==> config.mk <==
export PLATFORM = sky130hd
export DESIGN_NAME = tdiv_top
export DESIGN_NICKNAME = d
export VERILOG_FILES = /design/src/rtl/tdiv_pkg.sv /design/src/rtl/tdiv_trim_calc.sv /design/src/rtl/tdiv_sec_count.sv /design/src/rtl/tdiv_top.sv
export SDC_FILE = /design/constraint.sdc
export NUM_CORES = 1
export LEC_CHECK = 0
export BUFFER_PORTS_ARGS = -buffer_cell sky130_fd_sc_hd__buf_4
export CAP_MARGIN = 15
export CORE_MARGIN = 2
export CORE_UTILIZATION = 55
export DETAILED_ROUTE_END_ITERATION = 10
export HOLD_SLACK_MARGIN = 0.06
export MAX_ROUTING_LAYER = met4
export PLACE_DENSITY = 0.74
export SYNTH_ARGS = -nofsm -noshare
export SYNTH_HDL_FRONTEND = slang
export SYNTH_HIERARCHICAL = 1
export SYNTH_SLANG_ARGS = --single-unit
==> constraint.sdc <==
create_clock -name clk -period 6.89 [get_ports clk]
set_input_delay 0 -clock clk [delete_from_list [all_inputs] [get_ports clk]]
set_output_delay 0 -clock clk [all_outputs]
set_load 0.01 [all_outputs]
==> src/rtl/tdiv_pkg.sv <==
package tdiv_pkg;

    typedef struct packed {
        logic       xsel;   // crystal select
        logic       fast;   // 1: shorten the second, 0: lengthen it
        logic [5:0] mag;    // trim magnitude code
    } trim_cfg_t;

    localparam int SEC_W     = 6;
    localparam int SEC_LAST  = 59;
    localparam int SLOT_SPAN = 20;

endpackage

==> src/rtl/tdiv_trim_calc.sv <==
module tdiv_trim_calc
    import tdiv_pkg::*;
#(
    parameter int NOM0  = 32768,
    parameter int NOM1  = 32000,
    parameter int CNT_W = 16
) (
    input  trim_cfg_t        cfg,
    output logic [CNT_W-1:0] nom_last,
    output logic [CNT_W-1:0] trim_last
);

    localparam logic [CNT_W-1:0] BASE0 = CNT_W'(NOM0);
    localparam logic [CNT_W-1:0] BASE1 = CNT_W'(NOM1);

    logic [CNT_W-1:0] base_v;
    logic [CNT_W-1:0] up_amt;
    logic [CNT_W-1:0] dn_amt;
    logic [5:0]       inv_p1;
    logic             no_trim;

    always_comb begin
        base_v   = cfg.xsel ? BASE1 : BASE0;
        nom_last = base_v - 1'b1;
        no_trim  = (cfg.mag[5:1] == 5'd0);
        inv_p1   = (~cfg.mag) + 6'd1;
        up_amt   = '0;
        dn_amt   = '0;
        up_amt[6:0] = {cfg.mag - 6'd1, 1'b0};
        dn_amt[6:0] = {inv_p1, 1'b0};
        if (no_trim) begin
            trim_last = nom_last;
        end else if (!cfg.fast) begin
            trim_last = nom_last + up_amt;
        end else begin
            trim_last = nom_last - dn_amt;
        end
    end

endmodule

==> src/rtl/tdiv_sec_count.sv <==
module tdiv_sec_count
    import tdiv_pkg::*;
(
    input  logic             clk,
    input  logic             rst,
    input  logic             adv,
    output logic [SEC_W-1:0] sec,
    output logic             slot_next
);

    localparam logic [SEC_W-1:0] LAST_V = SEC_W'(SEC_LAST);
    localparam logic [SEC_W-1:0] SPAN_V = SEC_W'(SLOT_SPAN);

    typedef struct packed {
        logic [SEC_W-1:0] sec;
    } sec_st_t;

    sec_st_t sec_d, sec_q;

    always_comb begin
        sec_d = sec_q;
        if (adv) begin
            sec_d.sec = (sec_q.sec == LAST_V) ? '0 : sec_q.sec + 1'b1;
        end
        slot_next = ((sec_d.sec % SPAN_V) == '0);
    end

    always_ff @(posedge clk) begin
        if (rst) begin
            sec_q.sec <= '0;
        end else begin
            sec_q <= sec_d;
        end
    end

    assign sec = sec_q.sec;

    AST_SEC_RANGE: assert property (@(posedge clk) disable iff (rst)
        sec_q.sec <= LAST_V);
    AST_SEC_WRAP: assert property (@(posedge clk) disable iff (rst)
        (adv && sec_q.sec == LAST_V) |=> (sec_q.sec == '0));
    AST_SEC_HOLD: assert property (@(posedge clk) disable iff (rst)
        !adv |=> $stable(sec_q.sec));

endmodule

==> src/rtl/tdiv_top.sv <==
module tdiv_top
    import tdiv_pkg::*;
#(
    parameter int NOM0  = 32768,
    parameter int NOM1  = 32000,
    parameter int CNT_W = 16
) (
    input  logic             clk,
    input  logic             rst,
    input  logic             osc_tick,
    input  logic             cfg_we,
    input  logic [7:0]       cfg_wdata,
    output logic [7:0]       cfg_rdata,
    output logic             sec_pulse,
    output logic [SEC_W-1:0] seconds
);

    typedef struct packed {
        logic [CNT_W-1:0] cnt;
        logic [CNT_W-1:0] last;
        trim_cfg_t        cfg;
        logic             pulse;
    } state_t;

    state_t           st_d, st_q;
    logic             roll;
    logic             slot_next;
    logic [CNT_W-1:0] nom_last;
    logic [CNT_W-1:0] trim_last;

    assign roll = osc_tick && (st_q.cnt == st_q.last);

    tdiv_trim_calc #(
        .NOM0  (NOM0),
        .NOM1  (NOM1),
        .CNT_W (CNT_W)
    ) i_calc (
        .cfg       (st_q.cfg),
        .nom_last  (nom_last),
        .trim_last (trim_last)
    );

    tdiv_sec_count i_sec (
        .clk       (clk),
        .rst       (rst),
        .adv       (roll),
        .sec       (seconds),
        .slot_next (slot_next)
    );

    always_comb begin
        st_d       = st_q;
        st_d.pulse = 1'b0;
        if (cfg_we) begin
            st_d.cfg = trim_cfg_t'(cfg_wdata);
        end
        if (osc_tick) begin
            if (roll) begin
                st_d.cnt   = '0;
                st_d.pulse = 1'b1;
                st_d.last  = slot_next ? trim_last : nom_last;
            end else begin
                st_d.cnt = st_q.cnt + 1'b1;
            end
        end
    end

    always_ff @(posedge clk) begin
        if (rst) begin
            st_q.cnt   <= '0;
            st_q.last  <= CNT_W'(NOM0 - 1);
            st_q.cfg   <= '0;
            st_q.pulse <= 1'b0;
        end else begin
            st_q <= st_d;
        end
    end

    assign cfg_rdata = st_q.cfg;
    assign sec_pulse = st_q.pulse;

    AST_CNT_BOUND: assert property (@(posedge clk) disable iff (rst)
        st_q.cnt <= st_q.last);
    AST_LAST_HOLD: assert property (@(posedge clk) disable iff (rst)
        !roll |=> $stable(st_q.last));
    AST_TICK_GATE: assert property (@(posedge clk) disable iff (rst)
        !osc_tick |=> ($stable(st_q.cnt) && !sec_pulse));
    AST_PULSE_SINGLE: assert property (@(posedge clk) disable iff (rst)
        sec_pulse |=> !sec_pulse);
    AST_PLAIN_SECOND: assert property (@(posedge clk) disable iff (rst)
        (roll && !slot_next) |=> (st_q.last == $past(nom_last)));

endmodule

==> flow_summary.yaml, run 1 <==
logic_synthesis:
  synthCells: 367
  synth_warnings: 6
  ys_seq_area_share_pct: 29.6
  syn_area_per_cell_um2: 8.66
  syn_area_um2: 3180
  yosysUniqueCellTypes: 53
  ys_seq_elements: 47
die:
  fp.coreArea_um2: 5540
  io-pin-count: 27
  die_area_um2: 6400
  rows: 27
  fp.dieW_um: 80.0
  start_util_pct: 57.4
  die_h_um: 80.0
timing:
  skew_ns: 0.00565
  setup-tns-final_ns: 0
  finalCriticalPeriod_ns: 3.76
  max_freq_mhz: 266
  fin_crit_sh_pct: 54.6
  rsz0062_at_grt: "no"
  finalHoldViolCount: 0
  tightest_slew_ns: 1.16
  layout_setup_ws_ns: 3.13
  setup_viol: 0
  maxSlewViolCount: 0
  relSlewSlack_pct: 22.6
min_path:
  hold_end: "cfg_rdata[1]"
  hp-class: "in -> reg"
  holdPathStages: 3
  hp-start: "cfg_we"
power_and_ir_drop:
  finalPower_uw: 584
  pwr_density_cell_nw_per_um2: 169
  power_leakage_uw: 0.00129
  vdd_drop_max_v: 0.0000955
clock_tree:
  htreeDepth: 2
  tritoncts: "yes"
  postCtsSetupBuffers: 0
  numCtsBuffers: 5
  cts_buffer_depth: 2
  clockRootBuffer: "clkbuf_8"
  cts_resized: 0
  clk_pin_slew_ns: 0.09
  cts.sinks: 47
  hold_buffers: 9
  worstSkewPairLatency_ns: 0.30
global_route:
  grt_use_total_pct: 22.8
  overflow: 0
  grt_pass1_wl_um: 11300
  antenna_found_initial: 0
  grt_max_degree: 32
  grt_pass1_vias: 2366
detailed_routing:
  postRouteAntennaNets: 0
  drt_iter0_drc: 164
  num_vias: 2504
  drt_pass1_iterations: 4
  wirelength_um: 6730
  drc: 0
  viasPerCell: 5.55
  wire_per_inst_um: 14.9
critical_path:
  rr_startpoint: "st_q[27]"
  arrival_ns: 3.93
  path_cells: "xnor2_2, nand4_2, nor4_4, and2_1, nand4_2, mux2i_1, xnor2_1, nor3_2, buf_4, nor2b_1, a2111oi_1, o21ai_1"
  crit_fanout: 31
  rr_worst_depth: 12
  path_common_cell: "nand4_2"
  worstSetupEndpointType: "flop"
  cpMaxStageDelayCell: "nor4_4"
  reg2reg_to: "st_q[10]"
  cp-start-kind: "flop"
  r2r_setup_slack_ns: 3.13
  crit_type: "reg -> reg"
  cp.required_ns: 7.06
  slowest_delay_ns: 0.80
cells_and_area:
  antenna_cells: 0
  final_common_cell: "dfxtp_1"
  nets: 398
  area_delta_synth_final_pct: 8.46
  layout_common_cells: "dfxtp_1 (47), nor2_1 (28), xnor2_1 (27), buf_4 (27), a21oi_1 (23)"
  drive_gt1_share_pct: 17.4
place:
  gp_congestion: 0.835
  pre_cts_slack_ns: 3.24
  port_buffers: 26
  hpwl_um: 4770
status:
  status: "completed"
flow_run:
  maxCapViolations: 0
-- synthesized netlist by cell type, drive strengths merged --
cell type	n	share of area [%]
o21a	1	0.24
a41oi	1	0.87
nor4	2	0.87
o311a	1	0.31
nor2	30	3.9
a31oi	1	0.20
or3	1	0.35
fa	1	0.63
nor3	19	3.1
o21bai	1	0.24
o211ai	5	1.2
nand2b	4	0.79
mux2	2	0.83
a2111oi	15	6.6
mux2i	12	3.8
or2b	1	0.24
inv	10	1.2
nand4b	5	1.4
and2	5	1.0
ha	7	2.8
clkbuf	12	1.4
dfxtp	47	30
nand4	10	2.4
a21oi	24	3.9
nand3	11	1.7
xor2	14	3.9
a2bb2oi	1	0.28
and3	2	0.39
or2	2	0.39
buf	33	7.6
nor2b	17	3.3
a21o	1	0.24
o21ai	20	3.1
xnor2	29	8.8
conb	2	0.24
nand2	18	2.3
-- worst max-delay path by stage --
stage / endpoint / cells after the start / from
after floorplan: st_q[13] / 13 / st_q[27]
after global placement: st_q[11] / 12 / st_q[27]
after detailed placement: st_q[10] / 12 / st_q[27]
after CTS: st_q[10] / 12 / st_q[27]
after global routing: st_q[10] / 12 / st_q[27]
final: st_q[10] / 12 / st_q[27]
-- sequential cells by signal (all words and copies together) (netlist names) --
| register | count |
|---|---|
| sec_pulse | 1 |
| i_sec/sec | 6 |
| st_q | 32 |
| cfg_rdata | 8 |
-- where the power goes --
group          total (uW)  switching (uW)  internal, uW  leakage (uW)
logic                91.4            50.3          41.1      0.000849
registers             283            8.24           275      0.000381
clock network         209            91.6           117     0.0000612
-- worst max-delay path, delay by kind of cell, from the launching register on --
family | cells | cell delay, ns
multiplexers | 1 | 0.17
flip-flops | 1 | 0.49
buffers and inverters | 1 | 0.37
XOR/XNOR | 2 | 0.31
AO/OA/AOI/OAI | 2 | 0.46
AND/OR/NAND/NOR | 6 | 1.82
-- metal layers --
layer / part of all wire, % / routed length (um) / up-vias / GRT usage [%]
li1: - / - / 1267 / -
met1: 48 / 3230 / 1186 / 30.0
met2: 48 / 3210 / 41 / 35.6
met3: 2.5 / 170 / 10 / 3.62
met4: 1.8 / 123 / 0 / 7.80
met5: 0 / 0 / - / -
-- area by class of cell --
class                   instances  area [um^2]
clock inverters                 2         35.0
well taps                      72         90.1
repair buffers                 36          293
clock buffers                   6         82.6
flip-flops and latches         47          941
inverters                      10         37.5
fillers                       489         2090
multi-input cells             278         1970
-- per-stage QoR --
| step | cells | hold slack [ns] | area [um^2] | utilization [%] |
|---|---|---|---|---|
| global placement | 434 | 0.239 | 3240 | 58.5 |
| global route | 451 | 0.0814 | 3450 | 62.2 |
| CTS | 451 | 0.0688 | 3450 | 62.2 |
| detailed placement | 434 | 0.241 | 3240 | 58.5 |
| finish | 451 | 0.0731 | 3450 | 62.2 |
| floorplan | 380 | 0.0691 | 3230 | - |
-- logic make-up (layout without fill, tap and decap cells) --
group | Yosys count | count (layout) | share of synthesized area (%)
AOI/OAI and AO/OA | 71 | 71 | 17.2
and+or+nand+nor | 127 | 127 | 22.2
other | 2 | 15 | 0.236
adders and majority gates | 8 | 8 | 3.38
buffers and inverters | 55 | 54 | 10.2
DFF | 47 | 47 | 29.6
xor gates and xnor gates | 43 | 43 | 12.7
muxes | 14 | 14 | 4.60
(Power assumes the default switching activity.)
==> run 2: changes to the inputs <==
ABC_AREA = 1   (was default)
PLACE_DENSITY = 0.77   (was 0.74)
clock period = 3.3 ns   (was 6.89 ns; I/O delays follow)
==> flow_summary.yaml, run 2 <==
critical_path:
  slowest_delay_ns: 0.45
  worstSetupEndpointType: "flop"
  rr_worst_depth: 20
  path_buf_inv: 2
  cp.required_ns: 3.50
  path_cells: "inv_2, nand2_1, nand2_1, nor2_1, nand4_1, nor2_1, nand2_1, nor2_1, nand2_1, nor2_1, nand3_1, nand2_2, nor2_2, nor2_4, nand2_2, nor2_2, buf_4, mux2_2, nand4_1, nand3_1"
  cp-start-kind: "flop"
  rr_startpoint: "st_q[36]"
  r2r_setup_slack_ns: 0.25
  arrival_ns: 3.24
  cpMaxStageDelayCell: "dfxtp_1"
  crit_type: "reg -> reg"
  crit_fanout: 16
  cpLargestDelayFamily: "simple AND/OR/NAND/NOR gates"
  reg2reg_to: "st_q[18]"
timing:
  rsz0062_at_grt: "no"
  setup_viol: 0
  finalCriticalPeriod_ns: 3.05
  setup-tns-final_ns: 0
  finalHoldViolCount: 0
  max_freq_mhz: 328
  fin_crit_sh_pct: 92.4
  maxSlewViolCount: 0
  tightest_slew_ns: 0.511
  relSlewSlack_pct: 65.7
  skew_ns: 0.0113
logic_synthesis:
  synthCells: 551
  synth_async_sr_flop_share_pct: 0
  synth_most_common_cell: "nand2_1"
  synth_top_cell_by_area: "dfxtp_1"
  synth_top_area_share_pct: 26.5
  synth_warnings: 6
  synth_area_leaders: "dfxtp_1 (27%), nand2_1 (15%), nor2_1 (7.4%), nand3_1 (6.6%), buf_4 (5.7%)"
  ys_seq_area_share_pct: 26.5
  syn_area_um2: 3550
  syn_area_per_cell_um2: 6.44
  yosysUniqueCellTypes: 35
  synth-edff-count: 0
  ys_seq_elements: 47
  synth_commonest_cells: "nand2_1 (143), nor2_1 (70), inv_1 (52)"
  synth_flop_cell: "dfxtp_1"
detailed_routing:
  wirelength_um: 8230
  num_vias: 3452
  postRouteAntennaNets: 0
  drc: 0
  viasPerCell: 5.23
  drt_iter0_drc: 162
  drt_pass1_iterations: 5
  wire_per_inst_um: 12.5
clock_tree:
  cts_buffer_depth: 2
  worstSkewPairLatency_ns: 0.31
  numCtsBuffers: 5
  clk_pin_slew_ns: 0.09
  cts.sinks: 47
  clockRootBuffer: "clkbuf_8"
  htreeDepth: 2
  tritoncts: "yes"
die:
  fp.coreArea_um2: 6280
  start_util_pct: 56.5
  rows: 29
  fp.dieW_um: 84.3
  die_area_um2: 7110
  io-pin-count: 27
  die_h_um: 84.3
global_route:
  overflow: 0
  grt_pass1_vias: 3277
  antenna_found_initial: 0
  grt_use_total_pct: 24.9
  grt_max_degree: 31
  grt_pass1_wl_um: 14300
cells_and_area:
  antenna_cells: 0
  final_common_cell: "nand2_1"
  multiInputGateArea_um2: 2140
  nets: 602
  largest_reg_flops: 32
  stdcell_area_um2: 3930
  seq_area_um2: 941
  layout_common_cells: "nand2_1 (143), nor2_1 (70), inv_1 (52)"
  regMostFlops: "st_q"
  drive_gt1_share_pct: 18.0
  area_delta_synth_final_pct: 10.7
  nFillCells: 601
power_and_ir_drop:
  vdd_drop_max_v: 0.000244
  pwr_density_cell_nw_per_um2: 300
  power_leakage_uw: 0.00197
place:
  hpwl_um: 6080
  port_buffers: 26
  gp_congestion: 0.946
  place_area_um2: 3670
flow_run:
  maxCapViolations: 0
min_path:
  hp-class: "in -> reg"
  hp-start: "osc_tick"
  holdPathStages: 7
  hold_end: "sec_pulse"
status:
  status: "completed"
## run 2: cell types whose count changed in the layout (fill, tap and decap cells not counted), moves of 12 or more
cell and delta:
a2111oi_2 -12, a21oi_1 -19, inv_1 +43, inv_2 +19, mux2_2 +15, mux2i_1 -12
nand2_1 +127, nand3_1 +36, nand4_1 +19, nor2_1 +42, nor2b_1 -17, o21ai_0 +15
o21ai_1 -16, xnor2_1 -26
## run 2: worst max path at each step
| stage | endpoint | depth (start not counted) | from |
|---|---|---|---|
| after floorplan | st_q[15] | 21 | st_q[34] |
| after global placement | st_q[19] | 20 | st_q[36] |
| after detailed placement | st_q[18] | 18 | st_q[36] |
| after CTS | st_q[18] | 18 | st_q[36] |
| after global routing | st_q[14] | 20 | st_q[36] |
| final | st_q[18] | 20 | st_q[36] |
## run 2: tightest hold or removal path, cell delays in order
cell and delay (ns):
buf_4 0.12, nand2_1 0.06, nor2_1 0.04, nand4_1 0.06, nor2_1 0.05, nand2_1 0.07, nor3_1 0.05
## run 2: per-layer routing
metal | vias up | GRT usage (%) | part of all wire [%]
met5 | - | - | 0
met4 | 0 | 8.94 | 1.9
met3 | 13 | 3.64 | 3.1
met2 | 69 | 40.5 | 48
met1 | 1589 | 31.5 | 47
li1 | 1781 | - | -
## run 2: where the power goes
| group | switching, uW | internal, uW | total, uW | leakage [uW] |
|---|---|---|---|---|
| combinational | 125 | 103 | 227 | 0.00155 |
| clock | 206 | 152 | 359 | 0.0000418 |
| sequential | 14.0 | 576 | 590 | 0.000382 |
| total | 345 | 831 | 1180 | 0.00197 |
## run 2: what timing repair did
item                                   4_1_cts  5_1_grt
setup endpoints to repair                    0        0
resized for setup                            0        0
endpoints found under the hold margin       15        0
hold buffers                                17        0
buffers inserted                             0        0
## run 2: cell families (layout without fill, tap and decap cells)
group | after synthesis | count (layout) | share of synthesized area, %
buffers and inverters | 107 | 126 | 14.5
adders and majority gates | 8 | 8 | 3.03
and+or+nand+nor | 335 | 335 | 44.3
DFF | 47 | 47 | 26.5
other | 2 | 15 | 0.212
AOI/OAI and AO/OA | 27 | 27 | 4.09
muxes | 16 | 16 | 5.08
xor gates and xnor gates | 9 | 9 | 2.22
## run 2: through the flow
stage                     utilization, %  total power (uW)  instances  hold WS [ns]  setup slack [ns]
after detailed placement            58.4               807        635         0.229             0.327
final                               62.5              1180        660         0.189             0.252
after floorplan                        -               771        564        0.0691             0.548
after global placement              58.4               800        635         0.221             0.370
after CTS                           62.5              1180        660         0.184             0.311
after global routing                62.5              1230        660         0.224            0.0367
## run 2: layout make-up
type,instances,share of cell area (%)
clock buffers,6,1.85
flip-flops and latches,47,24.0
multi-input cells,410,54.5
repair buffers,46,9.88
well taps,77,2.45
inverters,72,6.89
clock inverters,2,0.414
==> run 3: changes to the inputs <==
CORE_MARGIN = 4   (was 2)
CTS_CLUSTER_DIAMETER = 80   (was default)
==> flow_summary.yaml, run 3 (same netlist as run 2, synthesis figures left out) <==
status:
  status: "completed"
clock_tree:
  clockRootBuffer: "clkbuf_8"
  cts_buffer_depth: 2
  cts.sinks: 47
  clk_pin_slew_ns: 0.09
  htreeDepth: 2
  worstSkewPairLatency_ns: 0.30
  numCtsBuffers: 5
  tritoncts: "yes"
critical_path:
  cpMaxStageDelayCell: "dfxtp_1"
  arrival_ns: 3.14
  r2r_setup_slack_ns: 0.33
  cp.required_ns: 3.47
  path_buf_inv: 2
  crit_type: "reg -> reg"
  rr_startpoint: "st_q[36]"
  path_cells: "inv_2, nand2_1, nand2_1, nor2_1, nand4_1, nor2_1, nand2_1, nor2_2, nand2_2, nor2_4, nand2_1, nand2_2, nand2_2, nand3_2, nand2_2, nor2_2, buf_4, mux2_2, nand4_1, nand3_1"
  crit_fanout: 16
  cp-start-kind: "flop"
  cpLargestDelayFamily: "simple AND/OR/NAND/NOR gates"
  slowest_delay_ns: 0.46
  worstSetupEndpointType: "flop"
  rr_worst_depth: 20
  reg2reg_to: "st_q[18]"
global_route:
  antenna_found_initial: 0
  grt_pass1_vias: 3090
  grt_max_degree: 31
  overflow: 0
  grt_use_total_pct: 22.8
  grt_pass1_wl_um: 13900
cells_and_area:
  antenna_cells: 0
  largest_reg_flops: 32
  nets: 602
  area_delta_synth_final_pct: 11.0
  drive_gt1_share_pct: 18.0
  layout_common_cells: "nand2_1 (143), nor2_1 (69), inv_1 (52)"
  final_common_cell: "nand2_1"
  regMostFlops: "st_q"
power_and_ir_drop:
  finalPower_uw: 1230
  power_leakage_uw: 0.00198
  pwr_density_cell_nw_per_um2: 313
  vdd_drop_max_v: 0.000255
detailed_routing:
  postRouteAntennaNets: 0
  drt_iter0_drc: 173
  num_vias: 3396
  wire_per_inst_um: 12.3
  viasPerCell: 5.17
  drc: 0
  wirelength_um: 8070
  drt_pass1_iterations: 4
die:
  die_h_um: 88.3
  die_area_um2: 7800
  fp.dieW_um: 88.3
  io-pin-count: 27
  rows: 28
  fp.coreArea_um2: 6100
  start_util_pct: 58.2
place:
  hpwl_um: 5950
  port_buffers: 26
  gp_congestion: 0.950
timing:
  setup_viol: 0
  setup-tns-final_ns: 0
  tightest_slew_ns: 0.511
  maxSlewViolCount: 0
  finalCriticalPeriod_ns: 2.97
  skew_ns: 0.0113
  rsz0062_at_grt: "no"
  relSlewSlack_pct: 65.9
  finalHoldViolCount: 0
  fin_crit_sh_pct: 89.9
  max_freq_mhz: 337
min_path:
  hp-class: "in -> reg"
  hold_end: "sec_pulse"
  hp-start: "osc_tick"
  holdPathStages: 7
flow_run:
  maxCapViolations: 0
==> run 3: how the worst max path moves through the flow <==
stage                            start       end  slack [ns]  cells past startpoint
after floorplan               st_q[34]  st_q[15]        0.55                     21
after global placement        st_q[36]  st_q[15]        0.36                     20
after detailed placement      st_q[36]  st_q[15]        0.25                     20
after CTS                     st_q[36]  st_q[15]        0.23                     20
after global routing      cfg_rdata[0]  st_q[21]        0.13                     15
final                         st_q[36]  st_q[18]        0.33                     20
==> run 3: per-layer routing <==
metal | vias to the layer above | GRT usage [%] | part of all wire (%)
li1 | 1782 | - | -
met1 | 1520 | 29.5 | 47
met2 | 81 | 37.3 | 47
met3 | 13 | 2.89 | 3.9
met4 | 0 | 6.32 | 1.6
met5 | - | - | 0
==> run 3: layout make-up <==
cell class / instances / area (um^2)
multi-input combinational: 410 / 2140
tap: 75 / 93.8
timing repair buffer: 46 / 388
fill: 562 / 2160
clock inverter: 1 / 30.0
clock buffer: 6 / 72.6
inverter: 72 / 270
sequential: 47 / 941
==> run 3: report_power, final <==
part,switching [uW],total (uW),leakage (uW),internal (uW)
clock,196,419,0.0000513,223
combinational,121,223,0.00155,103
sequential,14.4,590,0.000382,576
==> run 3: repair_timing <==
| action | CTS | global route |
|---|---|---|
| endpoints found under the setup margin | 0 | 8 |
| gates resized for setup | 0 | 1 |
| setup buffers | 0 | 0 |
| hold buffers | 17 | 0 |
| endpoints found under the hold margin | 15 | 0 |
==> run 3: metrics by stage <==
stage / hold WS [ns] / worst slack, ns / instances / cell area, um^2 / utilization, %
after floorplan: 0.0691 / 0.548 / 564 / 3600 / -
after global placement: 0.220 / 0.360 / 633 / 3660 / 60.1
after detailed placement: 0.229 / 0.250 / 633 / 3660 / 60.1
after CTS: 0.189 / 0.231 / 657 / 3940 / 64.6
after global routing: 0.280 / 0.131 / 657 / 3940 / 64.6
final: 0.222 / 0.333 / 657 / 3940 / 64.6
==> run 3: worst reg2reg max path: stages (launching register included) <==
cell	delay, ns
dfxtp_1	0.46
inv_2	0.09
nand2_1	0.12
nand2_1	0.07
nor2_1	0.09
nand4_1	0.08
nor2_1	0.11
nand2_1	0.09
nor2_2	0.27
nand2_2	0.13
nor2_4	0.15
nand2_1	0.07
nand2_2	0.08
nand2_2	0.07
nand3_2	0.06
nand2_2	0.06
nor2_2	0.07
buf_4	0.23
mux2_2	0.37
nand4_1	0.11
nand3_1	0.08
